<file path="config.mk">
export PLATFORM = sky130hd
export DESIGN_NAME = sgw_walker
export DESIGN_NICKNAME = d
export VERILOG_FILES = /design/src/rtl/sgw_pkg.sv /design/src/rtl/sgw_keep_gen.sv /design/src/rtl/sgw_desc_hold.sv /design/src/rtl/sgw_walker.sv
export SDC_FILE = /design/constraint.sdc
export NUM_CORES = 1
export LEC_CHECK = 0
export ABC_CLOCK_PERIOD_IN_PS = 7700
export BUFFER_PORTS_ARGS = -buffer_cell sky130_fd_sc_hd__buf_2
export CAP_MARGIN = 20
export CORE_ASPECT_RATIO = 0.75
export CORE_MARGIN = 8
export CORE_UTILIZATION = 37
export DETAILED_ROUTE_END_ITERATION = 10
export GPL_TIMING_DRIVEN = 0
export HOLD_SLACK_MARGIN = 0.15
export PLACE_DENSITY_LB_ADDON = 0.08
export SYNTH_ARGS = -nofsm -noshare
export SYNTH_HDL_FRONTEND = slang
export SYNTH_SLANG_ARGS = --single-unit
</file>
<file path="constraint.sdc">
create_clock -name clk -period 7.7 [get_ports clk]
set_clock_uncertainty 0.1 [all_clocks]
set_input_delay 0.77 -clock clk [delete_from_list [all_inputs] [get_ports clk]]
set_output_delay 0.77 -clock clk [all_outputs]
set_load 0.05 [all_outputs]
</file>
<file path="src/rtl/sgw_pkg.sv">
package sgw_pkg;

  typedef enum logic [3:0] {
    ST_IDLE,
    ST_STAT,
    ST_CTRL,
    ST_BUF,
    ST_NEXT,
    ST_APP,
    ST_DATA,
    ST_SEND,
    ST_WB
  } sgw_state_e;

  // descriptor byte offsets
  localparam int unsigned OFF_BUF  = 0;
  localparam int unsigned OFF_NEXT = 8;
  localparam int unsigned OFF_CTRL = 16;
  localparam int unsigned OFF_STAT = 20;
  localparam int unsigned OFF_APP  = 24;

  // control / status bit positions
  localparam int unsigned LEN_W    = 23;
  localparam int unsigned BIT_EOF  = 26;
  localparam int unsigned BIT_SOF  = 27;
  localparam int unsigned BIT_CMPL = 31;

endpackage

</file>
<file path="src/rtl/sgw_keep_gen.sv">
module sgw_keep_gen #(
  parameter int unsigned LW = 23,
  parameter int unsigned BYTES = 4
) (
  input  logic [LW-1:0]    rem_i,
  output logic [BYTES-1:0] keep_o,
  output logic             last_o
);
  // byte lane i is live while more than i bytes remain
  for (genvar i = 0; i < BYTES; i++) begin : g_lane
    assign keep_o[i] = (rem_i > LW'(i));
  end
  assign last_o = (rem_i <= LW'(BYTES));
endmodule

</file>
<file path="src/rtl/sgw_desc_hold.sv">
module sgw_desc_hold
  import sgw_pkg::*;
#(
  parameter int unsigned ADDR_W  = 16,
  parameter int unsigned NUM_APP = 5,
  localparam int unsigned AIW    = (NUM_APP > 1) ? $clog2(NUM_APP) : 1
) (
  input  logic                  clk,
  input  logic                  rst_n,
  input  logic                  cap_ctrl_i,
  input  logic                  cap_next_i,
  input  logic                  cap_app_i,
  input  logic [AIW-1:0]        app_idx_i,
  input  logic [31:0]           word_i,
  output logic [LEN_W-1:0]      len_o,
  output logic                  sof_o,
  output logic                  eof_o,
  output logic [ADDR_W-1:0]     next_o,
  output logic [32*NUM_APP-1:0] app_o
);
  logic [LEN_W-1:0]  len_q;
  logic              sof_q, eof_q;
  logic [ADDR_W-1:0] next_q;

  always_ff @(posedge clk or negedge rst_n) begin
    if (!rst_n) begin
      len_q <= '0;
      sof_q <= 1'b0;
      eof_q <= 1'b0;
    end else if (cap_ctrl_i) begin
      len_q <= word_i[LEN_W-1:0];
      sof_q <= word_i[BIT_SOF];
      eof_q <= word_i[BIT_EOF];
    end
  end

  always_ff @(posedge clk or negedge rst_n) begin
    if (!rst_n)          next_q <= '0;
    else if (cap_next_i) next_q <= word_i[ADDR_W-1:0];
  end

  for (genvar g = 0; g < NUM_APP; g++) begin : g_app
    logic [31:0] app_q;
    always_ff @(posedge clk or negedge rst_n) begin
      if (!rst_n)                                  app_q <= '0;
      else if (cap_app_i && app_idx_i == AIW'(g))  app_q <= word_i;
    end
    assign app_o[g*32 +: 32] = app_q;
  end

  assign len_o  = len_q;
  assign sof_o  = sof_q;
  assign eof_o  = eof_q;
  assign next_o = next_q;
endmodule

</file>
<file path="src/rtl/sgw_walker.sv">
module sgw_walker
  import sgw_pkg::*;
#(
  parameter int unsigned ADDR_W  = 16,
  parameter int unsigned NUM_APP = 5
) (
  input  logic                  clk,
  input  logic                  rst_n,
  input  logic                  run_i,
  input  logic                  idle_i,
  input  logic                  kick_i,
  input  logic [ADDR_W-1:0]     cur_ptr_i,
  input  logic [ADDR_W-1:0]     tail_ptr_i,
  output logic [ADDR_W-1:0]     cur_ptr_o,
  output logic                  cur_ptr_we_o,
  output logic                  done_o,
  output logic                  set_idle_o,
  output logic [32*NUM_APP-1:0] app_o,
  output logic                  mem_req_o,
  output logic                  mem_we_o,
  output logic [ADDR_W-1:0]     mem_addr_o,
  output logic [31:0]           mem_wdata_o,
  input  logic [31:0]           mem_rdata_i,
  input  logic                  mem_ack_i,
  output logic [31:0]           m_tdata_o,
  output logic [3:0]            m_tkeep_o,
  output logic                  m_tlast_o,
  output logic                  m_tvalid_o,
  input  logic                  m_tready_i
);
  localparam int unsigned AIW = (NUM_APP > 1) ? $clog2(NUM_APP) : 1;
  localparam logic [ADDR_W-1:0] A_BUF  = ADDR_W'(OFF_BUF);
  localparam logic [ADDR_W-1:0] A_NEXT = ADDR_W'(OFF_NEXT);
  localparam logic [ADDR_W-1:0] A_CTRL = ADDR_W'(OFF_CTRL);
  localparam logic [ADDR_W-1:0] A_STAT = ADDR_W'(OFF_STAT);
  localparam logic [ADDR_W-1:0] A_APP  = ADDR_W'(OFF_APP);

  sgw_state_e        st_q, st_d;
  logic [ADDR_W-1:0] ptr_q, ptr_d, baddr_q, baddr_d;
  logic [LEN_W-1:0]  rem_q, rem_d;
  logic [AIW-1:0]    aidx_q, aidx_d;
  logic [31:0]       word_q, word_d;
  logic              done_q, done_d, idle_q, idle_d, pwe_q, pwe_d;
  logic              cap_ctrl, cap_next, cap_app, go;
  logic [LEN_W-1:0]  len;
  logic              sof, eof, kg_last;
  logic [3:0]        kg_keep;
  logic [ADDR_W-1:0] next_ptr;

  sgw_desc_hold #(.ADDR_W(ADDR_W), .NUM_APP(NUM_APP)) u_hold (
    .clk(clk), .rst_n(rst_n),
    .cap_ctrl_i(cap_ctrl), .cap_next_i(cap_next), .cap_app_i(cap_app),
    .app_idx_i(aidx_q), .word_i(mem_rdata_i),
    .len_o(len), .sof_o(sof), .eof_o(eof), .next_o(next_ptr), .app_o(app_o)
  );

  sgw_keep_gen #(.LW(LEN_W), .BYTES(4)) u_keep (
    .rem_i(rem_q), .keep_o(kg_keep), .last_o(kg_last)
  );

  assign go = run_i && !idle_i;

  always_comb begin
    st_d = st_q;  ptr_d = ptr_q;  baddr_d = baddr_q;  rem_d = rem_q;
    aidx_d = aidx_q;  word_d = word_q;
    done_d = 1'b0;  idle_d = 1'b0;  pwe_d = 1'b0;
    cap_ctrl = 1'b0;  cap_next = 1'b0;  cap_app = 1'b0;
    mem_req_o = 1'b0;  mem_we_o = 1'b0;  mem_addr_o = ptr_q;  mem_wdata_o = '0;
    unique case (st_q)
      ST_IDLE: if (kick_i && go) begin
        ptr_d = cur_ptr_i;
        st_d  = ST_STAT;
      end
      ST_STAT: begin
        mem_req_o = 1'b1;  mem_addr_o = ptr_q + A_STAT;
        if (mem_ack_i) begin
          if (mem_rdata_i[BIT_CMPL]) begin
            idle_d = 1'b1;
            st_d   = ST_IDLE;
          end else begin
            st_d = ST_CTRL;
          end
        end
      end
      ST_CTRL: begin
        mem_req_o = 1'b1;  mem_addr_o = ptr_q + A_CTRL;
        if (mem_ack_i) begin
          cap_ctrl = 1'b1;
          rem_d    = mem_rdata_i[LEN_W-1:0];
          st_d     = ST_BUF;
        end
      end
      ST_BUF: begin
        mem_req_o = 1'b1;  mem_addr_o = ptr_q + A_BUF;
        if (mem_ack_i) begin
          baddr_d = mem_rdata_i[ADDR_W-1:0];
          st_d    = ST_NEXT;
        end
      end
      ST_NEXT: begin
        mem_req_o = 1'b1;  mem_addr_o = ptr_q + A_NEXT;
        if (mem_ack_i) begin
          cap_next = 1'b1;
          aidx_d   = '0;
          if (sof)              st_d = ST_APP;
          else if (rem_q == '0) st_d = ST_WB;
          else                  st_d = ST_DATA;
        end
      end
      ST_APP: begin
        mem_req_o = 1'b1;
        mem_addr_o = ptr_q + A_APP + (ADDR_W'(aidx_q) << 2);
        if (mem_ack_i) begin
          cap_app = 1'b1;
          if (aidx_q == AIW'(NUM_APP - 1)) st_d = (rem_q == '0) ? ST_WB : ST_DATA;
          else                             aidx_d = aidx_q + 1'b1;
        end
      end
      ST_DATA: begin
        mem_req_o = 1'b1;  mem_addr_o = baddr_q;
        if (mem_ack_i) begin
          word_d = mem_rdata_i;
          st_d   = ST_SEND;
        end
      end
      ST_SEND: if (m_tready_i) begin
        baddr_d = baddr_q + ADDR_W'(4);
        if (kg_last) begin
          rem_d = '0;
          st_d  = ST_WB;
        end else begin
          rem_d = rem_q - LEN_W'(4);
          st_d  = ST_DATA;
        end
      end
      ST_WB: begin
        mem_req_o   = 1'b1;  mem_we_o = 1'b1;  mem_addr_o = ptr_q + A_STAT;
        mem_wdata_o = 32'(len) | (32'h1 << BIT_CMPL);
        if (mem_ack_i) begin
          done_d = 1'b1;
          pwe_d  = 1'b1;
          ptr_d  = next_ptr;
          if (ptr_q == tail_ptr_i) begin
            idle_d = 1'b1;
            st_d   = ST_IDLE;
          end else begin
            st_d = go ? ST_STAT : ST_IDLE;
          end
        end
      end
      default: st_d = ST_IDLE;
    endcase
  end

  always_ff @(posedge clk or negedge rst_n) begin
    if (!rst_n) begin
      st_q <= ST_IDLE;  ptr_q <= '0;  baddr_q <= '0;  rem_q <= '0;
      aidx_q <= '0;  word_q <= '0;
      done_q <= 1'b0;  idle_q <= 1'b0;  pwe_q <= 1'b0;
    end else begin
      st_q <= st_d;  ptr_q <= ptr_d;  baddr_q <= baddr_d;  rem_q <= rem_d;
      aidx_q <= aidx_d;  word_q <= word_d;
      done_q <= done_d;  idle_q <= idle_d;  pwe_q <= pwe_d;
    end
  end

  assign cur_ptr_o    = ptr_q;
  assign cur_ptr_we_o = pwe_q;
  assign done_o       = done_q;
  assign set_idle_o   = idle_q;
  assign m_tvalid_o   = (st_q == ST_SEND);
  assign m_tdata_o    = word_q;
  assign m_tkeep_o    = kg_keep;
  assign m_tlast_o    = eof && kg_last;

  assert_kick_gated_R2: assert property (@(posedge clk) disable iff (!rst_n)
    (st_q == ST_IDLE && !go) |=> !mem_req_o);
  assert_cmpl_skip_R4: assert property (@(posedge clk) disable iff (!rst_n)
    (st_q == ST_STAT && mem_ack_i && mem_rdata_i[BIT_CMPL]) |=> (set_idle_o && !m_tvalid_o && !done_o));
  assert_stall_hold_R5: assert property (@(posedge clk) disable iff (!rst_n)
    (m_tvalid_o && !m_tready_i) |=> (m_tvalid_o && $stable(m_tdata_o) && $stable(m_tkeep_o) && $stable(m_tlast_o)));
  assert_keep_shape_R6: assert property (@(posedge clk) disable iff (!rst_n)
    m_tvalid_o |-> (m_tkeep_o == 4'b0001 || m_tkeep_o == 4'b0011 || m_tkeep_o == 4'b0111 || m_tkeep_o == 4'b1111));
  assert_last_then_wb_R7: assert property (@(posedge clk) disable iff (!rst_n)
    (m_tvalid_o && m_tready_i && m_tlast_o) |=> (!m_tvalid_o && mem_we_o));
  assert_wb_flag_R8: assert property (@(posedge clk) disable iff (!rst_n)
    (mem_req_o && mem_we_o) |-> (mem_wdata_o[BIT_CMPL] && mem_wdata_o[30:LEN_W] == '0));
  assert_done_pulse_R9: assert property (@(posedge clk) disable iff (!rst_n)
    done_o |-> (cur_ptr_we_o && $past(mem_ack_i && mem_we_o)) ##1 !done_o);
  assert_idle_stops_R10: assert property (@(posedge clk) disable iff (!rst_n)
    set_idle_o |-> (!mem_req_o && !m_tvalid_o));
endmodule

</file>
==> impl_results.md <==
- Yosys reg bits: 297
- Cell area power density: 501 nW/µm²
- Setup WS pre-CTS: 3780 ps
- DRC Markers: 0
- Critical path depth: 12
- WS Path Type: flop to primary output
- Vias in the first global route: 11700
- Final instance area: 17700 µm²
- Drt pass-1 iters: 6
- Crit path from: cur_ptr_o[3]$_DFFE_PN0P_
- Area Overhead vs Synth: 24.9%
- Distinct cell type count after synthesis: 83
- # rows: 62
- Post-synth EDFFs: 0
- Most common cell after layout, fill and taps aside: buf_2
- Antenna Violating Nets Remaining: 0
- Max Clk Rate: 0.223 GHz
- Initial DRC Count: 898
- Worst r2r dst: m_tdata_o[29]$_DFFE_PN0P_
- Routed WL: 50000 µm
- Total die area: 44900 µm²
- Worst path required time: 6830 ps
- Synthesized area: about 14000 µm²
- CTS Sinks: 297
- Max H-tree Level: 2
- Max incr delay on CP: 620 ps
- Height of the die: about 190 µm
- Max-slew headroom: roughly 39%
- CP most frequent cell: inv_1
- Clock latency on the worst-skew pair: around 540 ps
- Setup ws final: ~3200 ps
- Slew Viols, Final: 0
- CTS tree: yes
- Cell Area, Placed: 16500 µm²
- DP HPWL: 36600 µm
- Reg2Reg Setup Slack: 5060 ps
- VDD IR max: 0.305 mV
- Cells after synthesis: 1257
- Sequential power share: approximately 30%
- Hold buffer count at CTS: 0
- Largest net degree at the start of global routing: 111
- Antenna violations before repair: 1
- Synthesis warning total: 0
- Vias: around 12000
- Final Power: 8.86 mW
- Clk pwr share: about 20%
- P_int: 4.51 mW
- Max-cap violation count: 0
- Critical path peak fanout: 10
- Sw Share: 49.0%
- # resized after CTS: 0
- Final Hold Viols: 0
- Setup crit end: mem_addr_o[13]
- Final setup fails: 0
- CTS clk-pin slew, worst paths: 60 ps
- Final nets: 1713
- Final period util: 58.3%
- Global-route wire length before repair: between 70000 and 80000 µm
- Ys async rst share: between 90% and 100%
- R2r startpoint: st_q[3]$_DFFE_PN0P_
- Sequential fraction of the synthesis area: 52.5%
- Total track usage: a little over a fifth
- Via density: 5.33
- Layout cells sized above 1: 39.9%
- Starting Density: 37.3%
- Leak: 8.86 nW
- Combinational power share: approximately 51%
- CP endpoint kind: primary output
- Min-delay worst type: input port to asynchronous set/reset pin
- Status: completed
- WL per Instance: 23.2 µm
- Routability congestion estimate: around 0.86
- Crit-path leading delay family: adder cells
- CP cell instances: inv_1, ha_1, inv_1, ha_1, inv_1, fa_1, nor2b_1, nor3_1, a2111o_1, o21ai_0, o311ai_1, buf_2
- Worst-Margin Slew: 920 ps
- Number of port buffers: 320
- Buf/Inv on CP: 4
- Element type at the critical path start: flop
- Switching pwr: 4.35 mW
- Main synth FF type: dfrtp_1
- R2R depth: 6
- Clk root buf: clkbuf_16
- TritonCTS Buffers: 34
- Top Ports: 338
- Setup Buffers After CTS: 0
- Critical path's slowest cell: dfrtp_1
- Syn Area/Cell: 11.3 µm²
- Crit path DAT: roughly 3600 ps
- Unrepaired setup endpoints after global routing: false
- Fin crit period: around 4500 ps
- Total grt overflow: 0
- Core Box Area: between 30000 and 40000 µm²
- Die W: 242 µm
- Hold slack final: 166 ps
- Maximum buffer depth of the clock tree: 3
- Commonest cells after routing, fill and taps aside: buf_2 (352), dfrtp_1 (297), mux2_2 (206)
## cells in the mapped netlist, drive strengths merged, types with 3 or more instances
| cell | instances | share of area, % |
|---|---|---|
| a211oi | 4 | 0.21 |
| a21o | 6 | 0.32 |
| a21oi | 32 | 1.1 |
| a221o | 8 | 0.57 |
| a22o | 17 | 1.1 |
| a22oi | 3 | 0.16 |
| a31oi | 27 | 1.2 |
| a32oi | 4 | 0.25 |
| and2 | 30 | 1.3 |
| and3 | 8 | 0.35 |
| and3b | 4 | 0.25 |
| and4 | 5 | 0.31 |
| buf | 51 | 2.2 |
| clkbuf | 42 | 1.1 |
| dfrtp | 297 | 52 |
| ha | 19 | 1.7 |
| inv | 28 | 0.74 |
| mux2 | 211 | 17 |
| mux2i | 3 | 0.21 |
| nand2 | 154 | 4.1 |
| nand2b | 7 | 0.31 |
| nand3 | 25 | 0.88 |
| nand4 | 10 | 0.44 |
| nor2 | 49 | 1.3 |
| nor2b | 4 | 0.18 |
| nor3 | 19 | 0.90 |
| nor3b | 5 | 0.34 |
| nor4 | 12 | 0.62 |
| o211ai | 7 | 0.37 |
| o21ai | 72 | 2.6 |
| o22ai | 7 | 0.31 |
| o311ai | 6 | 0.37 |
| o31a | 3 | 0.19 |
| o31ai | 6 | 0.32 |
| o41ai | 4 | 0.25 |
| or2 | 6 | 0.26 |
| or3 | 7 | 0.31 |
| xor2 | 19 | 1.2 |
## logic make-up after synthesis
logic type / share of synthesized area, %
simple gates: 12.7
flops: 52.5
compound gates: 10.7
mux: 17.0
buf+inv: 4.07
xor+xnor: 1.30
fa+ha+maj: 1.82
other cells: 0.0265
## how the worst min path moves through the flow
stage | startpoint | end | slack (ps) | cells past startpoint
final | rst_n | u_hold.g_app[1].app_q[20]$_DFFE_PN0P_ | 170 | 1
after global routing | rst_n | u_hold.g_app[1].app_q[20]$_DFFE_PN0P_ | 240 | 1
after CTS | rst_n | u_hold.g_app[1].app_q[20]$_DFFE_PN0P_ | 220 | 1
after detailed placement | u_hold.len_o[12]$_DFFE_PN0P_ | u_hold.len_o[12]$_DFFE_PN0P_ | 360 | 2
after global placement | u_hold.len_o[13]$_DFFE_PN0P_ | u_hold.len_o[13]$_DFFE_PN0P_ | 350 | 2
after floorplan | u_hold.len_o[16]$_DFFE_PN0P_ | u_hold.len_o[16]$_DFFE_PN0P_ | 340 | 2
## worst reg2reg max path: cells and delay by family (launching register included)
kind	cells	cell delay, ps
buffers and inverters	2	600
DFF	1	430
muxes	1	310
and+or+nand+nor	3	1080
## per-stage QoR
step | setup TNS [ps] | util, % | cells
after global placement | -43530 | 43.2 | 2096
final | 0 | 46.6 | 2159
after detailed placement | 0 | 43.4 | 2098
after CTS | 0 | 46.6 | 2158
after floorplan | 0 | - | 1264
after global routing | 0 | 46.6 | 2158
## flip-flops by register name, summed over array words and instances (netlist names)
| register | cells |
|---|---|
| baddr_q | 16 |
| u_hold.eof_o | 1 |
| u_hold.sof_o | 1 |
| cur_ptr_we_o | 1 |
| m_tdata_o | 32 |
| aidx_q | 3 |
| u_hold.len_o | 23 |
| u_hold.g_app.app_q | 160 |
| rem_q | 23 |
| st_q | 4 |
| cur_ptr_o | 16 |
| u_hold.next_o | 16 |
| set_idle_o | 1 |
## routing by layer
layer	vias to the layer above	wire length (µm)	track usage (%)
met5	-	0	0
met4	0	853	4.84
met3	61	4160	6.34
met2	420	22300	33.2
met1	5799	22600	30.4
li1	5230	-	-
## cell type report
type                    instances  area [µm²]
well taps                     512         641
inverters                      28         105
repair buffers                322        1670
flip-flops and latches        297        7430
plain buffers                  93         472
clock inverters                11         179
clock buffers                  49        1020
fillers                      3675       20300
multi-input cells             846        6190
diodes                          1        2.50
## power groups by stage
stage | registers (mW) | logic (mW) | clock network [mW]
global route | 2.74 | 4.76 | 1.84
finish | 2.65 | 4.48 | 1.73
floorplan | 3.97 | 1.91 | 0
global placement | 2.64 | 4.46 | 0
detailed placement | 2.66 | 4.49 | 0
CTS | 2.64 | 4.50 | 1.78
No activity file was read; power rests on OpenSTA's default activity.
